--- config.mk ---
export PLATFORM = sky130hd
export DESIGN_NAME = bcd_timekeeper
export DESIGN_NICKNAME = d
export VERILOG_FILES = /design/src/rtl/tk_pkg.sv /design/src/rtl/tk_sec_divider.sv /design/src/rtl/tk_bcd_incr.sv /design/src/rtl/tk_month_len.sv /design/src/rtl/bcd_timekeeper.sv
export SDC_FILE = /design/constraint.sdc
export NUM_CORES = 1
export LEC_CHECK = 0
export BUFFER_PORTS_ARGS = -buffer_cell sky130_fd_sc_hd__buf_2
export CAP_MARGIN = 15
export CORE_ASPECT_RATIO = 0.8
export CORE_MARGIN = 5
export CORE_UTILIZATION = 48
export CTS_CLUSTER_SIZE = 28
export DETAILED_ROUTE_END_ITERATION = 7
export HOLD_SLACK_MARGIN = 0.12
export PLACE_DENSITY = 0.65
export SYNTH_ARGS = -nofsm -noshare
export SYNTH_HDL_FRONTEND = slang
export SYNTH_HIERARCHICAL = 1
export SYNTH_SLANG_ARGS = --single-unit
export TNS_END_PERCENT = 5
--- constraint.sdc ---
create_clock -name clk -period 6.7 [get_ports clk]
set_clock_uncertainty 0.2 [all_clocks]
set_input_delay 0.335 -clock clk [delete_from_list [all_inputs] [get_ports clk]]
set_output_delay 0.335 -clock clk [all_outputs]
set_load 0.03 [all_outputs]
--- src/rtl/tk_pkg.sv ---
// Package: shared calendar types, field addresses and reset value.
// Assumes all fields hold valid BCD; widths are fixed by the BCD format.
package tk_pkg;
    localparam int TK_DATA_W    = 12;
    localparam int TK_NUM_FIELDS = 7;

    localparam int FLD_SEC  = 0;
    localparam int FLD_MIN  = 1;
    localparam int FLD_HOUR = 2;
    localparam int FLD_WDAY = 3;
    localparam int FLD_MDAY = 4;
    localparam int FLD_MON  = 5;
    localparam int FLD_YEAR = 6;

    typedef struct packed {
        logic [11:0] year;
        logic [7:0]  mon;
        logic [7:0]  mday;
        logic [2:0]  wday;
        logic [7:0]  hours;
        logic [7:0]  mins;
        logic [7:0]  sec;
    } tk_time_t;

    localparam tk_time_t TK_RESET_TIME = '{year: 12'h000, mon: 8'h01, mday: 8'h01,
                                           wday: 3'd0, hours: 8'h00, mins: 8'h00,
                                           sec: 8'h00};
endpackage

--- src/rtl/tk_sec_divider.sv ---
// Module: one-second divider. Counts DIV_COUNT reference cycles while
// enabled and raises tick in the last cycle of each period. A rising enable
// restarts the count from zero; a low enable freezes it.
module tk_sec_divider #(
    parameter int DIV_COUNT = 32768
) (
    input  logic clk,
    input  logic rst_n,
    input  logic enable,
    output logic tick
);
    localparam int CW = (DIV_COUNT > 2) ? $clog2(DIV_COUNT) : 1;
    localparam logic [CW-1:0] LAST = CW'(DIV_COUNT - 1);

    logic [CW-1:0] cnt;
    logic          en_q;

    // Count reference cycles, restarting on enable rise, holding when off.
    always_ff @(posedge clk) begin
        if (!rst_n) begin
            cnt  <= '0;
            en_q <= 1'b0;
        end else begin
            en_q <= enable;
            if (enable && !en_q)
                cnt <= '0;
            else if (enable)
                cnt <= (cnt == LAST) ? '0 : cnt + 1'b1;
        end
    end

    // Strobe in the final cycle of a running period.
    assign tick = enable && en_q && (cnt == LAST);

    a_r1_count_in_range: assert property (@(posedge clk) disable iff (!rst_n)
        cnt <= LAST);
    a_r1_strobe_single: assert property (@(posedge clk) disable iff (!rst_n)
        tick |=> !tick);
    a_r2_hold_when_off: assert property (@(posedge clk) disable iff (!rst_n)
        !enable |=> $stable(cnt));
endmodule

--- src/rtl/tk_bcd_incr.sv ---
// Module: adds one to a packed BCD number of DIGITS digits. Each digit
// rolls from 9 to 0 and carries into the next. Assumes valid BCD input.
module tk_bcd_incr #(
    parameter int DIGITS = 2
) (
    input  logic [4*DIGITS-1:0] value,
    output logic [4*DIGITS-1:0] incd
);
    localparam logic [4*DIGITS-1:0] NINES = {DIGITS{4'h9}};

    for (genvar i = 0; i < DIGITS; i++) begin : g_digit
        logic       carry_in;
        logic [3:0] dig;
        // A digit steps when every lower digit is nine.
        if (i == 0) begin : g_lsd
            assign carry_in = 1'b1;
        end else begin : g_upper
            assign carry_in = (value[4*i-1:0] == NINES[4*i-1:0]);
        end
        assign dig = value[4*i +: 4];
        assign incd[4*i +: 4] = !carry_in ? dig : ((dig == 4'h9) ? 4'h0 : dig + 4'h1);
    end
endmodule

--- src/rtl/tk_month_len.sv ---
// Module: last day of a BCD month, with February depending on the Gregorian
// leap rule applied to 1900 plus the stored 3-digit BCD year.
// Only the low two year digits and the low two bits of the hundreds digit
// are needed: 1900 is divisible by 4, and 1900+Y is a multiple of 400
// exactly when Y is a whole hundred whose digit is 1, 5 or 9.
module tk_month_len (
    input  logic [7:0] mon,
    input  logic [7:0] year_lo,
    input  logic [1:0] cent_lo,
    output logic [7:0] last_day
);
    logic [4:0] mod_sum;
    logic       div4, whole_century, div400, leap;

    // (10*tens + units) mod 4 equals (2*tens + units) mod 4.
    assign mod_sum       = {year_lo[7:4], 1'b0} + {1'b0, year_lo[3:0]};
    assign div4          = (mod_sum[1:0] == 2'b00);
    assign whole_century = (year_lo == 8'h00);
    assign div400        = (cent_lo == 2'b01);
    assign leap          = div4 && (!whole_century || div400);

    // Select month length.
    always_comb begin
        case (mon)
            8'h02:                      last_day = leap ? 8'h29 : 8'h28;
            8'h04, 8'h06, 8'h09, 8'h11: last_day = 8'h30;
            default:                    last_day = 8'h31;
        endcase
    end
endmodule

--- src/rtl/bcd_timekeeper.sv ---
// Module: BCD calendar time counter (top). Holds the time in BCD, advances
// it on each one-second tick with per-field carries, and serves a simple
// field read/write port. Writes are gated by cal_enable; a write on a tick
// edge wins for its own field only. Assumes software writes valid BCD.
module bcd_timekeeper
    import tk_pkg::*;
#(
    parameter int DIV_COUNT = 32768,
    parameter int ADDR_W    = 3
) (
    input  logic                 clk,
    input  logic                 rst_n,
    input  logic                 cal_enable,
    input  logic                 wr_en,
    input  logic [ADDR_W-1:0]    addr,
    input  logic [TK_DATA_W-1:0] wr_data,
    output logic [TK_DATA_W-1:0] rd_data,
    output logic                 sec_pulse
);
    tk_time_t cur, adv, nxt;
    logic     tick;
    logic [TK_NUM_FIELDS-1:0] wr_hit;
    logic [7:0]  sec_inc, min_inc, hour_inc, mday_inc, mon_inc, last_day;
    logic [11:0] year_inc;
    logic sec_end, min_end, hour_end, day_end, mon_end, year_end;

    tk_sec_divider #(.DIV_COUNT(DIV_COUNT)) u_div (
        .clk(clk), .rst_n(rst_n), .enable(cal_enable), .tick(tick));

    tk_bcd_incr #(.DIGITS(2)) u_inc_sec  (.value(cur.sec),   .incd(sec_inc));
    tk_bcd_incr #(.DIGITS(2)) u_inc_min  (.value(cur.mins),  .incd(min_inc));
    tk_bcd_incr #(.DIGITS(2)) u_inc_hour (.value(cur.hours), .incd(hour_inc));
    tk_bcd_incr #(.DIGITS(2)) u_inc_mday (.value(cur.mday),  .incd(mday_inc));
    tk_bcd_incr #(.DIGITS(2)) u_inc_mon  (.value(cur.mon),   .incd(mon_inc));
    tk_bcd_incr #(.DIGITS(3)) u_inc_year (.value(cur.year),  .incd(year_inc));

    tk_month_len u_mlen (
        .mon(cur.mon), .year_lo(cur.year[7:0]), .cent_lo(cur.year[9:8]),
        .last_day(last_day));

    // Decode one write-hit line per field, gated by the enable bit.
    for (genvar f = 0; f < TK_NUM_FIELDS; f++) begin : g_hit
        assign wr_hit[f] = wr_en && cal_enable && (addr == ADDR_W'(f));
    end

    assign sec_end  = (cur.sec == 8'h59);
    assign min_end  = (cur.mins == 8'h59);
    assign hour_end = (cur.hours == 8'h23);
    assign day_end  = sec_end && min_end && hour_end;
    assign mon_end  = (cur.mday >= last_day);
    assign year_end = (cur.mon >= 8'h12);

    // Advance the calendar by one second with cascaded carries.
    always_comb begin
        adv = cur;
        if (tick) begin
            adv.sec = sec_end ? 8'h00 : sec_inc;
            if (sec_end)
                adv.mins = min_end ? 8'h00 : min_inc;
            if (sec_end && min_end)
                adv.hours = hour_end ? 8'h00 : hour_inc;
            if (day_end) begin
                adv.wday = (cur.wday >= 3'd6) ? 3'd0 : cur.wday + 3'd1;
                adv.mday = mon_end ? 8'h01 : mday_inc;
                if (mon_end) begin
                    adv.mon = year_end ? 8'h01 : mon_inc;
                    if (year_end)
                        adv.year = year_inc;
                end
            end
        end
    end

    // Overlay software writes on the advanced time, field by field.
    always_comb begin
        nxt = adv;
        if (wr_hit[FLD_SEC])  nxt.sec   = {1'b0, wr_data[6:0]};
        if (wr_hit[FLD_MIN])  nxt.mins  = {1'b0, wr_data[6:0]};
        if (wr_hit[FLD_HOUR]) nxt.hours = {2'b00, wr_data[5:0]};
        if (wr_hit[FLD_WDAY]) nxt.wday  = wr_data[2:0];
        if (wr_hit[FLD_MDAY]) nxt.mday  = {2'b00, wr_data[5:0]};
        if (wr_hit[FLD_MON])  nxt.mon   = {3'b000, wr_data[4:0]};
        if (wr_hit[FLD_YEAR]) nxt.year  = wr_data[11:0];
    end

    // Time register.
    always_ff @(posedge clk) begin
        if (!rst_n) cur <= TK_RESET_TIME;
        else        cur <= nxt;
    end

    // Read multiplexer; unmapped addresses return zero.
    always_comb begin
        rd_data = '0;
        case (addr)
            ADDR_W'(FLD_SEC):  rd_data[7:0] = cur.sec;
            ADDR_W'(FLD_MIN):  rd_data[7:0] = cur.mins;
            ADDR_W'(FLD_HOUR): rd_data[7:0] = cur.hours;
            ADDR_W'(FLD_WDAY): rd_data[2:0] = cur.wday;
            ADDR_W'(FLD_MDAY): rd_data[7:0] = cur.mday;
            ADDR_W'(FLD_MON):  rd_data[7:0] = cur.mon;
            ADDR_W'(FLD_YEAR): rd_data      = cur.year;
            default:           rd_data      = '0;
        endcase
    end

    assign sec_pulse = tick;

    a_r3_sec_wrap: assert property (@(posedge clk) disable iff (!rst_n)
        tick && sec_end && !wr_hit[FLD_SEC] |=> cur.sec == 8'h00);
    a_r3_hour_wrap: assert property (@(posedge clk) disable iff (!rst_n)
        tick && day_end && !wr_hit[FLD_HOUR] |=> cur.hours == 8'h00);
    a_r4_wday_wrap: assert property (@(posedge clk) disable iff (!rst_n)
        tick && day_end && cur.wday == 3'd6 && !wr_hit[FLD_WDAY] |=> cur.wday == 3'd0);
    a_r7_new_year: assert property (@(posedge clk) disable iff (!rst_n)
        tick && day_end && cur.mon == 8'h12 && cur.mday == 8'h31
        && !wr_hit[FLD_MON] && !wr_hit[FLD_MDAY] |=> cur.mon == 8'h01 && cur.mday == 8'h01);
    a_r8_frozen_when_off: assert property (@(posedge clk) disable iff (!rst_n)
        !cal_enable |=> $stable(cur));
    a_r9_sec_write_wins: assert property (@(posedge clk) disable iff (!rst_n)
        wr_hit[FLD_SEC] |=> cur.sec == {1'b0, $past(wr_data[6:0])});
endmodule

Yosys cells after proc, flatten, opt, wreduce, memory -nomap -nowiden
Cells that the tools add are included.
{"block": "totals", "ff_bits": 71, "output_inout_bits": 13}
{"block": "classes", "magnitude_cmp": 3, "addsub": 16, "reduce_logical": 73, "bitwise": 1, "muxes": 45, "n_eq_ne": 30}
{"op": "$mux 4", "n": 21}
{"op": "$mux 8", "n": 7}
{"op": "$mux 55", "n": 1}
{"op": "$add 4x1->4 const B", "n": 13}
{"op": "$eq 4x4->1 const B", "n": 13}
{"op": "$reduce_bool 2->1", "n": 23}
{"op": "$mux 31", "n": 1}
{"op": "$pmux 5 s6", "n": 1}
{"op": "$mux 12", "n": 2}
{"op": "$pmux 3 s7", "n": 1}
{"op": "$reduce_and 3->1", "n": 7}
{"op": "$mux 20", "n": 1}
{"op": "$eq 8x3->1 const B", "n": 2}
{"op": "$eq 8x7->1 const B", "n": 2}
{"op": "$pmux 8 s2", "n": 1}
{"op": "$add 15x1->15 const B", "n": 1}
{"op": "$eq 15x15->1 const B", "n": 1}
{"op": "$mux 15", "n": 1}
{"op": "$reduce_bool 3->1", "n": 5}
{"op": "$logic_and 1x1->1", "n": 14}
{"op": "$mux 7", "n": 2}
{"op": "$mux 6", "n": 2}
{"op": "$reduce_and 2->1", "n": 6}
{"op": "$reduce_and 4->1", "n": 3}
{"op": "other kinds (26)", "n": 37}

Longest topological paths before layout
Gate-level depths: netlist of the first run.
{"block": "depth", "word_depth": 11, "mapped_depth": 12, "depth_no_buf": 11}

Modules after synthesis
The synthesis of the first run kept the hierarchy.
{"mod": "bcd_timekeeper", "cells_each": 396, "instances": 1, "area_each_um2": 3280.6, "seq_area_each_um2": 1101.1}
{"mod": "tk_bcd_incr (u_inc_hour ...)", "cells_each": 23, "instances": 5, "area_each_um2": 168.9, "seq_area_each_um2": 0.0}
{"mod": "tk_sec_divider", "cells_each": 86, "instances": 1, "area_each_um2": 784.5, "seq_area_each_um2": 320.3}
{"mod": "tk_bcd_incr (u_inc_year)", "cells_each": 38, "instances": 1, "area_each_um2": 286.5, "seq_area_each_um2": 0.0}
{"mod": "tk_month_len", "cells_each": 23, "instances": 1, "area_each_um2": 166.4, "seq_area_each_um2": 0.0}

Worst setup path before layout of the first run
No wires, ideal clock.
{"block": "synth_timing", "path_kind": "flip-flop to flip-flop", "from": "reg cur[46] in the netlist's numbering", "to": "reg cur[48] in the netlist's numbering", "setup_time_ns": 0.074, "path_stages_with_launch": 12, "slack_ns": 3.343, "arrival_ns": 3.083, "path_buffers": 1, "cell_sequence": "dfxtp_1 -> or4_4 -> a2111oi_4 -> nor3_1 -> a21o_1 -> ha_1 -> nand2b_1 -> a2111oi_0 -> o31a_1 -> clkbuf_1 -> o21ai_0 -> a31oi_1"}
{"block": "synth_via", "elab_chain_len": 9, "word_cells_on_any_way": 11, "classes_between": "order compare (1); eq/ne (1); mux (2); reduce/logical (7)"}
{"item": "start, declared", "line": "bcd_timekeeper.sv:20", "rtl": "tk_time_t cur, adv, nxt;"}
{"item": "start signal, assigned", "line": "bcd_timekeeper.sv:89", "rtl": "else cur <= nxt;"}
{"item": "$logic_not 8->1", "line": "tk_month_len.sv:18", "rtl": "assign whole_century = (year_lo == 8'h00);"}
{"item": "$logic_not 1->1", "line": "tk_month_len.sv:20", "rtl": "assign leap = div4 && (!whole_century || div400);"}
{"item": "$logic_or 1x1->1", "line": "tk_month_len.sv:20"}
{"item": "$logic_and 1x1->1", "line": "tk_month_len.sv:20"}
{"item": "$mux 1", "line": "tk_month_len.sv:25", "rtl": "8'h02: last_day = leap ? 8'h29 : 8'h28;"}
{"item": "$pmux 8 s2", "line": "tk_month_len.sv:24", "rtl": "case (mon)"}
{"item": "via last_day[0]", "line": "bcd_timekeeper.sv:23", "rtl": "logic [7:0] sec_inc, min_inc, hour_inc, mday_inc, mon_inc, last_day;"}
{"item": "$ge 8x8->1", "line": "bcd_timekeeper.sv:50", "rtl": "assign mon_end = (cur.mday >= last_day);"}
{"item": "$reduce_bool 2->1 (no line)"}
{"item": "$reduce_and 5->1 (no line)"}
The timed path passes the listed nets, and every way through them passes these cells.
A chain may end at the register's enable or synchronous reset.

Worst setup path in the final report of the first run
{"block": "layout_timing", "from": "reg cur[46] in the netlist's numbering", "to": "reg cur[44] in the netlist's numbering"}
{"block": "layout_via", "elab_chain_len": 9, "word_cells_on_any_way": 16, "classes_between": "order compare (1); eq/ne (1); mux (8); reduce/logical (6)"}
{"item": "$logic_not 8->1", "line": "tk_month_len.sv:18"}
{"item": "$logic_not 1->1", "line": "tk_month_len.sv:20"}
{"item": "$logic_or 1x1->1", "line": "tk_month_len.sv:20"}
{"item": "$logic_and 1x1->1", "line": "tk_month_len.sv:20"}
{"item": "$mux 1", "line": "tk_month_len.sv:25"}
{"item": "$pmux 8 s2", "line": "tk_month_len.sv:24"}
{"item": "via last_day[0]", "line": "bcd_timekeeper.sv:23"}
{"item": "$ge 8x8->1", "line": "bcd_timekeeper.sv:50"}
{"item": "$reduce_bool 2->1 (no line)"}
{"item": "$reduce_and 4->1 (no line)"}
The timed path passes the listed nets, and every way through them passes these cells. The select of a mux whose other input is x is not followed.

==> flow_summary.json, run 1 <==
{
  "tightest_slew_ns": 1.05,
  "io-pin-count": 32,
  "start_util": 0.492,
  "cp-end-kind": "flop",
  "place.gp.congestion": 0.869,
  "synth_area_leaders": "dfxtp_1 (27%), o21ai_0 (4.6%), nand4_1 (4.1%)",
  "setup_tns_ns": 0,
  "drv_slew": 0,
  "io_buffers": 31,
  "synth_top_family_by_area": "simple AND/OR/NAND/NOR gates",
  "yosys-top-cells-count": "dfxtp_1 (71), nor2_1 (55), o21ai_0 (49)",
  "yosys.area.top_type": "dfxtp_1",
  "min_path_cells": 3,
  "dieWidth_um": 128,
  "antenna_found_initial": 0,
  "synth_top_area_share": 0.265,
  "setup_ws_ns": 2.45,
  "drc": 0,
  "hold_viol": 0,
  "reg2regPathDepth": 10,
  "clk_pin_slew_worst_paths_ns": 0.06,
  "first_iter_violations": 726,
  "ys_warn_count": 6,
  "syn_area_um2": 5360,
  "insertion_delay_ns": 0.34,
  "overflow": 0,
  "place_hpwl_um": 10800,
  "yosys.area_share.adder": 0.0257,
  "rows": 34,
  "grt_pass1_vias": 4902,
  "wirelength_um": 15800,
  "async_reset_ff_frac": 0,
  "firstDrtPassIters": 6,
  "cts-buffers-inserted": 9,
  "holdPathEnd": "cur[51]",
  "synthSimpleGateAreaFrac": 0.276,
  "p_total_mw": 1.01,
  "leakage_nw": 2.08,
  "rsz0062_at_grt": "no",
  "yosysUniqueCellTypes": 72,
  "slew_headroom": 0.298,
  "grt_max_degree": 31,
  "synth.area.mux_share": 0.0875,
  "fmax_mhz": 235,
  "r2r_end": "cur[44]",
  "maxCapViolCount": 0,
  "core_area_um2": 10900,
  "cellPowerDensity_nw_per_um2": 173,
  "cts_tree": "done",
  "grt_pass1_wl_um": 25500,
  "clockBufferDepth": 2,
  "design_area_um2": 5840,
  "hold_path_class": "input port to flop",
  "synthCells": 658,
  "ys_seq_elements": 71,
  "dieArea_um2": 13400,
  "die_y_um": 105,
  "setup_violations": 0,
  "htreeDepth": 3,
  "cts_sinks": 71,
  "cts-root-buf": "clkbuf_16",
  "synth_edf_count": 0,
  "final_util": 0.536,
  "preCtsSetupSlack_ns": 2.51,
  "grt_usage": 0.234,
  "syn2layout_area_growth_pct": 8.91,
  "cp-start-kind": "flop",
  "drive_above_1_share": 0.161,
  "ctsResizeCount": 0,
  "viasPerCell": 6.43,
  "synth_compound_area_frac": 0.227,
  "diodes": 0,
  "worstPathRequired_ns": 6.75,
  "via_count": 5237,
  "detail_route.wl_per_cell_um": 19.4,
  "placed_area_um2": 5530,
  "synthXorXnorAreaFrac": 0.0572,
  "ys.flop_type": "dfxtp_1",
  "path_max_fanout": 25,
  "yosysSeqAreaShare": 0.265,
  "vdd_drop_max_uv": 131,
  "post-synth-top-count-cell": "dfxtp_1",
  "final.fill_count": 1022,
  "r2r_start": "cur[46]",
  "period_share": 0.635,
  "nets": 696,
  "status": "finished clean",
  "crit_arrival_ns": 4.31,
  "reg2reg_slack_ns": 2.45,
  "syn_avg_cell_area_um2": 8.15,
  "fin_crit_ns": 4.25,
  "holdCritStartpoint": "wr_data[8]",
  "detail-route-antenna-nets": 0,
  "crit_type": "flop to flop"
}
## critical path: stages, from the launching register on
cell and delay, ns:
dfxtp_1 0.38, or4_4 0.58, a2111oi_4 0.33, nor3_1 0.09
a21o_1 0.20, ha_1 0.26, nand2b_1 0.14, a2111oi_0 0.70
o31a_1 0.86, o21ai_0 0.22, a31oi_1 0.21
## how the worst max path moves through the flow
stage / startpoint / end / slack (ns) / cells after the start
final: cur[46] / cur[44] / 2.45 / 10
after floorplan: cur[46] / cur[48] / 3.34 / 11
after global routing: cur[46] / cur[45] / 2.17 / 10
after global placement: cur[46] / cur[53] / 2.70 / 10
after detailed placement: cur[46] / cur[44] / 2.51 / 10
after CTS: cur[46] / cur[46] / 2.51 / 10
## cell families (layout without fill, tap and decap cells)
logic type | after synthesis | in the layout
compound gates | 178 | 178
xor+xnor | 35 | 35
fa+ha+maj | 11 | 11
buf+inv | 72 | 82
flops | 71 | 71
mux | 37 | 37
other cells | 2 | 5
simple gates | 252 | 252
## cell usage in the layout, fill, tap and decap left out, types with 11 or more instances in the layout
cell	Yosys	layout
xor2_1	18	18
nor2b_1	17	17
nand3_1	25	25
mux2i_1	15	15
nand2_1	35	35
nand4_1	35	35
nand2b_1	11	11
o21ai_0	49	49
xnor2_1	17	17
a21oi_1	21	21
a31oi_1	27	27
a22o_1	15	15
dfxtp_1	71	71
nor2_1	55	55
buf_2	4	31
mux2_2	11	11
ha_1	11	11
inv_1	30	30
## registers in the layout, indices dropped and copies added (netlist names)
name / flops
u_div/cnt: 15
u_div/en_q: 1
cur: 55
## stage by stage
step | instances | hold slack [ns]
floorplan | 661 | 0.257
global placement | 798 | 0.294
detailed placement | 798 | 0.314
CTS | 815 | 0.122
global route | 815 | 0.155
finish | 815 | 0.122
## what timing repair did
action,CTS,global route
hold buffers,1,0
setup buffers,0,0
hold endpoints to repair,1,0
## cell type report
class,count,area (um2),share of cell area
clock buffer,10,239,0.0409
timing repair buffer,35,188,0.0321
multi-input combinational,518,3640,0.623
clock inverter,6,60.1,0.0103
sequential,71,1420,0.243
tap,144,180,0.0308
inverter,31,116,0.0199
## metal layers
metal / up-vias / track usage / share of wire
li1: 2474 / - / -
met1: 2561 / 0.327 / 0.45
met2: 185 / 0.365 / 0.47
met3: 17 / 0.0479 / 0.066
met4: 0 / 0.0697 / 0.016
met5: - / 0 / 0
## power breakdown
group / internal [mW] / switching, mW / total, mW / leakage (nW)
Clock: 0.296 / 0.187 / 0.484 / 0.144
Sequential: 0.428 / 0.0131 / 0.441 / 0.574
Combinational: 0.0318 / 0.0510 / 0.0828 / 1.36
Power figures use the tool's default switching activity.
==> run 2: changes to the inputs <==
- PLACE_DENSITY: 0.65 -> 0.68
- clock period: 6.7 -> 3.9 ns (I/O delays scaled with it)
==> flow_summary.json, run 2 (synthesis results as in run 1) <==
{
  "status": "finished clean",
  "viasPerCell": 6.42,
  "place.gp.congestion": 0.872,
  "clk_pin_slew_worst_paths_ns": 0.06,
  "io-pin-count": 32,
  "grt_pass1_wl_um": 25500,
  "cp-start-kind": "flop",
  "hold_path_class": "input port to flop",
  "syn2layout_area_growth_pct": 11.9,
  "cts-buffers-inserted": 9,
  "drv_slew": 0,
  "drive_above_1_share": 0.167,
  "dp.cells": 805,
  "path_max_fanout": 20,
  "largest_register_ffs": 55,
  "final.fill_count": 1041,
  "crit_buf_inv": 1,
  "overflow": 0,
  "period_share": 0.938,
  "cts_tree": "done",
  "cts-root-buf": "clkbuf_16",
  "dieArea_um2": 13400,
  "regMostFlops": "cur",
  "cts_setup_buffers": 0,
  "firstDrtPassIters": 6,
  "path_cells": "or4_4 -> a2111oi_4 -> nor3_1 -> a21o_1 -> ha_1 -> nand2b_1 -> a2111oi_0 -> o31a_1 -> buf_4 -> o21ai_0 -> a31oi_1",
  "crit_arrival_ns": 3.72,
  "grt_usage": 0.233,
  "rsz0062_at_grt": "no",
  "setup_ws_ns": 0.242,
  "worstPathRequired_ns": 3.96,
  "leakage_nw": 2.15,
  "vdd_drop_max_uv": 202,
  "final_cell_mix": "dfxtp_1 (71), nor2_1 (55), o21ai_0 (49), nand2_1 (35), nand4_1 (35)",
  "diodes": 0,
  "htreeDepth": 3,
  "place_hpwl_um": 10600,
  "fmax_mhz": 273,
  "cts_sinks": 71,
  "cpLargestDelayFamily": "compound AO/OA/AOI/OAI gates",
  "start_util": 0.492,
  "slew_headroom": 0.271,
  "setup_violations": 0,
  "drc": 0,
  "reg2reg_slack_ns": 0.24,
  "die_y_um": 105,
  "detail_route.wl_per_cell_um": 18.9,
  "final_common_cell": "dfxtp_1",
  "antenna_found_initial": 0,
  "placed_area_um2": 5580,
  "p_total_mw": 1.71,
  "grt_max_degree": 31,
  "io_buffers": 31,
  "setup_tns_ns": 0,
  "design_area_um2": 6000,
  "tightest_slew_ns": 1.09,
  "core_area_um2": 10900,
  "fin_crit_ns": 3.66,
  "detail-route-antenna-nets": 0,
  "crit_path_max_incr_delay_ns": 0.62,
  "critPathSlowestCell": "a2111oi_0",
  "rows": 34,
  "clockBufferDepth": 2,
  "wirelength_um": 15700,
  "dieWidth_um": 128,
  "top_regs": "cur x55, u_div/cnt x15, u_div/en_q x1",
  "crit_type": "flop to flop",
  "nets": 715,
  "cp-end-kind": "flop",
  "hold_viol": 0,
  "insertion_delay_ns": 0.34,
  "maxCapViolCount": 0,
  "via_count": 5351,
  "grt_pass1_vias": 4940,
  "preCtsSetupSlack_ns": 0.285,
  "first_iter_violations": 618,
  "instances_no_fill": 834,
  "cellPowerDensity_nw_per_um2": 284
}
==> run 2: cell count changes in the layout (fill, tap and decap cells not counted) <==
cell	delta
clkinv_4	+1
inv_6	+1
clkinvlp_4	+1
clkinv_2	-2
bufinv_16	-1
buf_4	+7
dlygate4sd3_1	+12
==> run 2: where the power goes <==
group	switching, mW	internal (mW)	total (mW)
Clock	0.346	0.450	0.796
Combinational	0.0892	0.0639	0.153
Sequential	0.0219	0.735	0.757
Total	0.457	1.25	1.71
==> run 2: per-stage QoR <==
stage	utilization	hold slack, ns
after CTS	0.551	0.156
final	0.551	0.156
after detailed placement	0.513	0.310
after global placement	0.513	0.299
after floorplan	-	0.117
after global routing	0.551	0.179
==> run 2: layout make-up <==
type	count	area, um2	share of cell area
Sequential cell	71	1420	0.237
Clock buffer	10	239	0.0398
Multi-Input combinational cell	518	3640	0.606
Tap cell	144	180	0.0300
Clock inverter	6	45.0	0.00751
Timing Repair Buffer	54	360	0.0601
Inverter	31	116	0.0194
==> run 2: path summary, 6_finish.rpt <==
check	to	cells past startpoint	from
worst min register to register	u_div/cnt[1]	2	u_div/en_q
worst min-delay path	cur[27]	2	rst_n
worst max register to register	cur[44]	11	cur[46]
worst max-delay path	cur[44]	11	cur[46]
==> run 2: repair_timing <==
action                                 in CTS  in global routing
hold buffers                               13                  0
resized for setup                           0                  0
endpoints found under the hold margin      30                  0
==> run 2: layer usage <==
metal  share of wire  track usage  up-vias  wire [um]
met1            0.45        0.345     2519       7120
met2            0.43        0.336      278       6800
li1                -            -     2513          -
met3           0.091       0.0459       41       1430
met5               0            0        -          0
met4           0.025       0.0818        0        399
==> run 3: changes to the inputs <==
- PLACE_DENSITY: 0.68 -> unset
- PLACE_DENSITY_LB_ADDON: unset -> 0.15
==> flow_summary.json, run 3 (synthesis results as in run 1) <==
{
  "setup_violations": 0,
  "leakage_nw": 2.19,
  "fmax_mhz": 275,
  "first_iter_violations": 592,
  "crit_arrival_ns": 3.69,
  "dieWidth_um": 128,
  "grt_max_degree": 31,
  "cts-root-buf": "clkbuf_16",
  "start_util": 0.492,
  "reg2regPathDepth": 11,
  "grt_pass1_wl_um": 25500,
  "hold_viol": 0,
  "grt_pass1_vias": 4869,
  "grt_usage": 0.234,
  "cts-buffers-inserted": 9,
  "maxCapViolCount": 0,
  "ctsResizeCount": 0,
  "detail-route-antenna-nets": 0,
  "top_regs": "cur x55, u_div/cnt x15, u_div/en_q x1",
  "clk_pin_slew_worst_paths_ns": 0.06,
  "die_y_um": 105,
  "cts_tree": "done",
  "cellPowerDensity_nw_per_um2": 300,
  "final_cell_mix": "dfxtp_1 (71), nor2_1 (55), o21ai_0 (49), nand2_1 (35), nand4_1 (35)",
  "hold_buffers": 13,
  "firstDrtPassIters": 5,
  "detail_route.wl_per_cell_um": 18.7,
  "fin_crit_ns": 3.64,
  "overflow": 0,
  "worstPathRequired_ns": 3.95,
  "core_area_um2": 10900,
  "antenna_found_initial": 0,
  "r2r_end": "cur[46]",
  "insertion_delay_ns": 0.34,
  "reg2reg_slack_ns": 0.26,
  "holdPathEnd": "cur[35]",
  "io_buffers": 31,
  "viasPerCell": 6.24,
  "drv_slew": 0,
  "wirelength_um": 15600,
  "diodes": 0,
  "cts_setup_buffers": 0,
  "vdd_drop_max_uv": 189,
  "clockBufferDepth": 2,
  "via_count": 5219,
  "min_path_cells": 3,
  "io-pin-count": 32,
  "crit_type": "flop to flop",
  "largest_register_ffs": 55,
  "drc": 0,
  "period_share": 0.933,
  "rows": 34,
  "regMostFlops": "cur",
  "slew_headroom": 0.369,
  "cp-start-kind": "flop",
  "final.fill_count": 1009,
  "multi_input_area_um2": 3640,
  "tightest_slew_ns": 0.933,
  "dieArea_um2": 13400,
  "drive_above_1_share": 0.170,
  "critPathSlowestCell": "a2111oi_0",
  "place.gp.congestion": 0.906,
  "hold_path_class": "input port to flop",
  "rsz0062_at_grt": "no",
  "place_hpwl_um": 10700,
  "final_common_cell": "dfxtp_1",
  "final_util": 0.557,
  "path_cells": "or4_4 -> a2111oi_4 -> nor3_1 -> a21o_1 -> ha_1 -> nand2b_1 -> a2111oi_0 -> o31a_1 -> buf_4 -> o21ai_0 -> a31oi_1",
  "cts_sinks": 71,
  "holdCritStartpoint": "rst_n",
  "regArea_um2": 1420,
  "nets": 718,
  "syn2layout_area_growth_pct": 13.1,
  "crit_path_max_incr_delay_ns": 0.63,
  "setup_tns_ns": 0,
  "r2r_start": "cur[46]",
  "path_max_fanout": 18,
  "status": "finished clean",
  "cp-end-kind": "flop",
  "htreeDepth": 3
}
==> run 3: worst max path at each step <==
stage | slack [ns] | end | startpoint | cells after the start
6_report | 0.26 | cur[46] | cur[46] | 11
5_1_grt | 0.06 | cur[46] | cur[46] | 11
4_1_cts | 0.30 | cur[46] | cur[46] | 11
3_5_place_dp | 0.30 | cur[44] | cur[46] | 11
3_3_place_gp | 0.43 | cur[51] | cur[45] | 11
2_1_floorplan | 0.54 | cur[48] | cur[46] | 11
==> run 3: where the power goes <==
part / switching [mW] / total [mW] / internal (mW)
registers: 0.0215 / 0.757 / 0.735
logic: 0.0883 / 0.153 / 0.0649
clock network: 0.344 / 0.912 / 0.568
total: 0.454 / 1.82 / 1.37
==> run 3: layer usage <==
metal	part of all wire	global-route usage	vias to the layer above
met5	0	0	-
met4	0.017	0.0644	0
met3	0.063	0.0459	27
met2	0.44	0.355	166
met1	0.48	0.337	2504
li1	-	-	2522
==> run 3: area by class of cell <==
| cell class | count | area share |
|---|---|---|
| clock inverters | 7 | 0.0169 |
| clock buffers | 9 | 0.0371 |
| flip-flops and latches | 71 | 0.234 |
| inverters | 31 | 0.0192 |
| well taps | 144 | 0.0297 |
| repair buffers | 57 | 0.0631 |
| multi-input cells | 518 | 0.600 |
==> run 3: worst max-delay path, delay by kind of cell, from the launching register on <==
family | cells | cell delay (ns)
AOI/OAI and AO/OA | 6 | 1.72
and+or+nand+nor | 3 | 0.79
DFF | 1 | 0.37
adders and majority gates | 1 | 0.25
buffers and inverters | 1 | 0.22
==> run 3: stage by stage <==
stage	worst slack (ns)	power, mW	instance area (um2)	hold slack (ns)	instances
after detailed placement	0.298	0.913	5610	0.324	808
after CTS	0.296	1.84	6060	0.126	837
after global placement	0.427	0.910	5610	0.300	808
after floorplan	0.543	0.863	5370	0.117	661
after global routing	0.0572	1.89	6060	0.143	837
final	0.261	1.82	6060	0.138	837
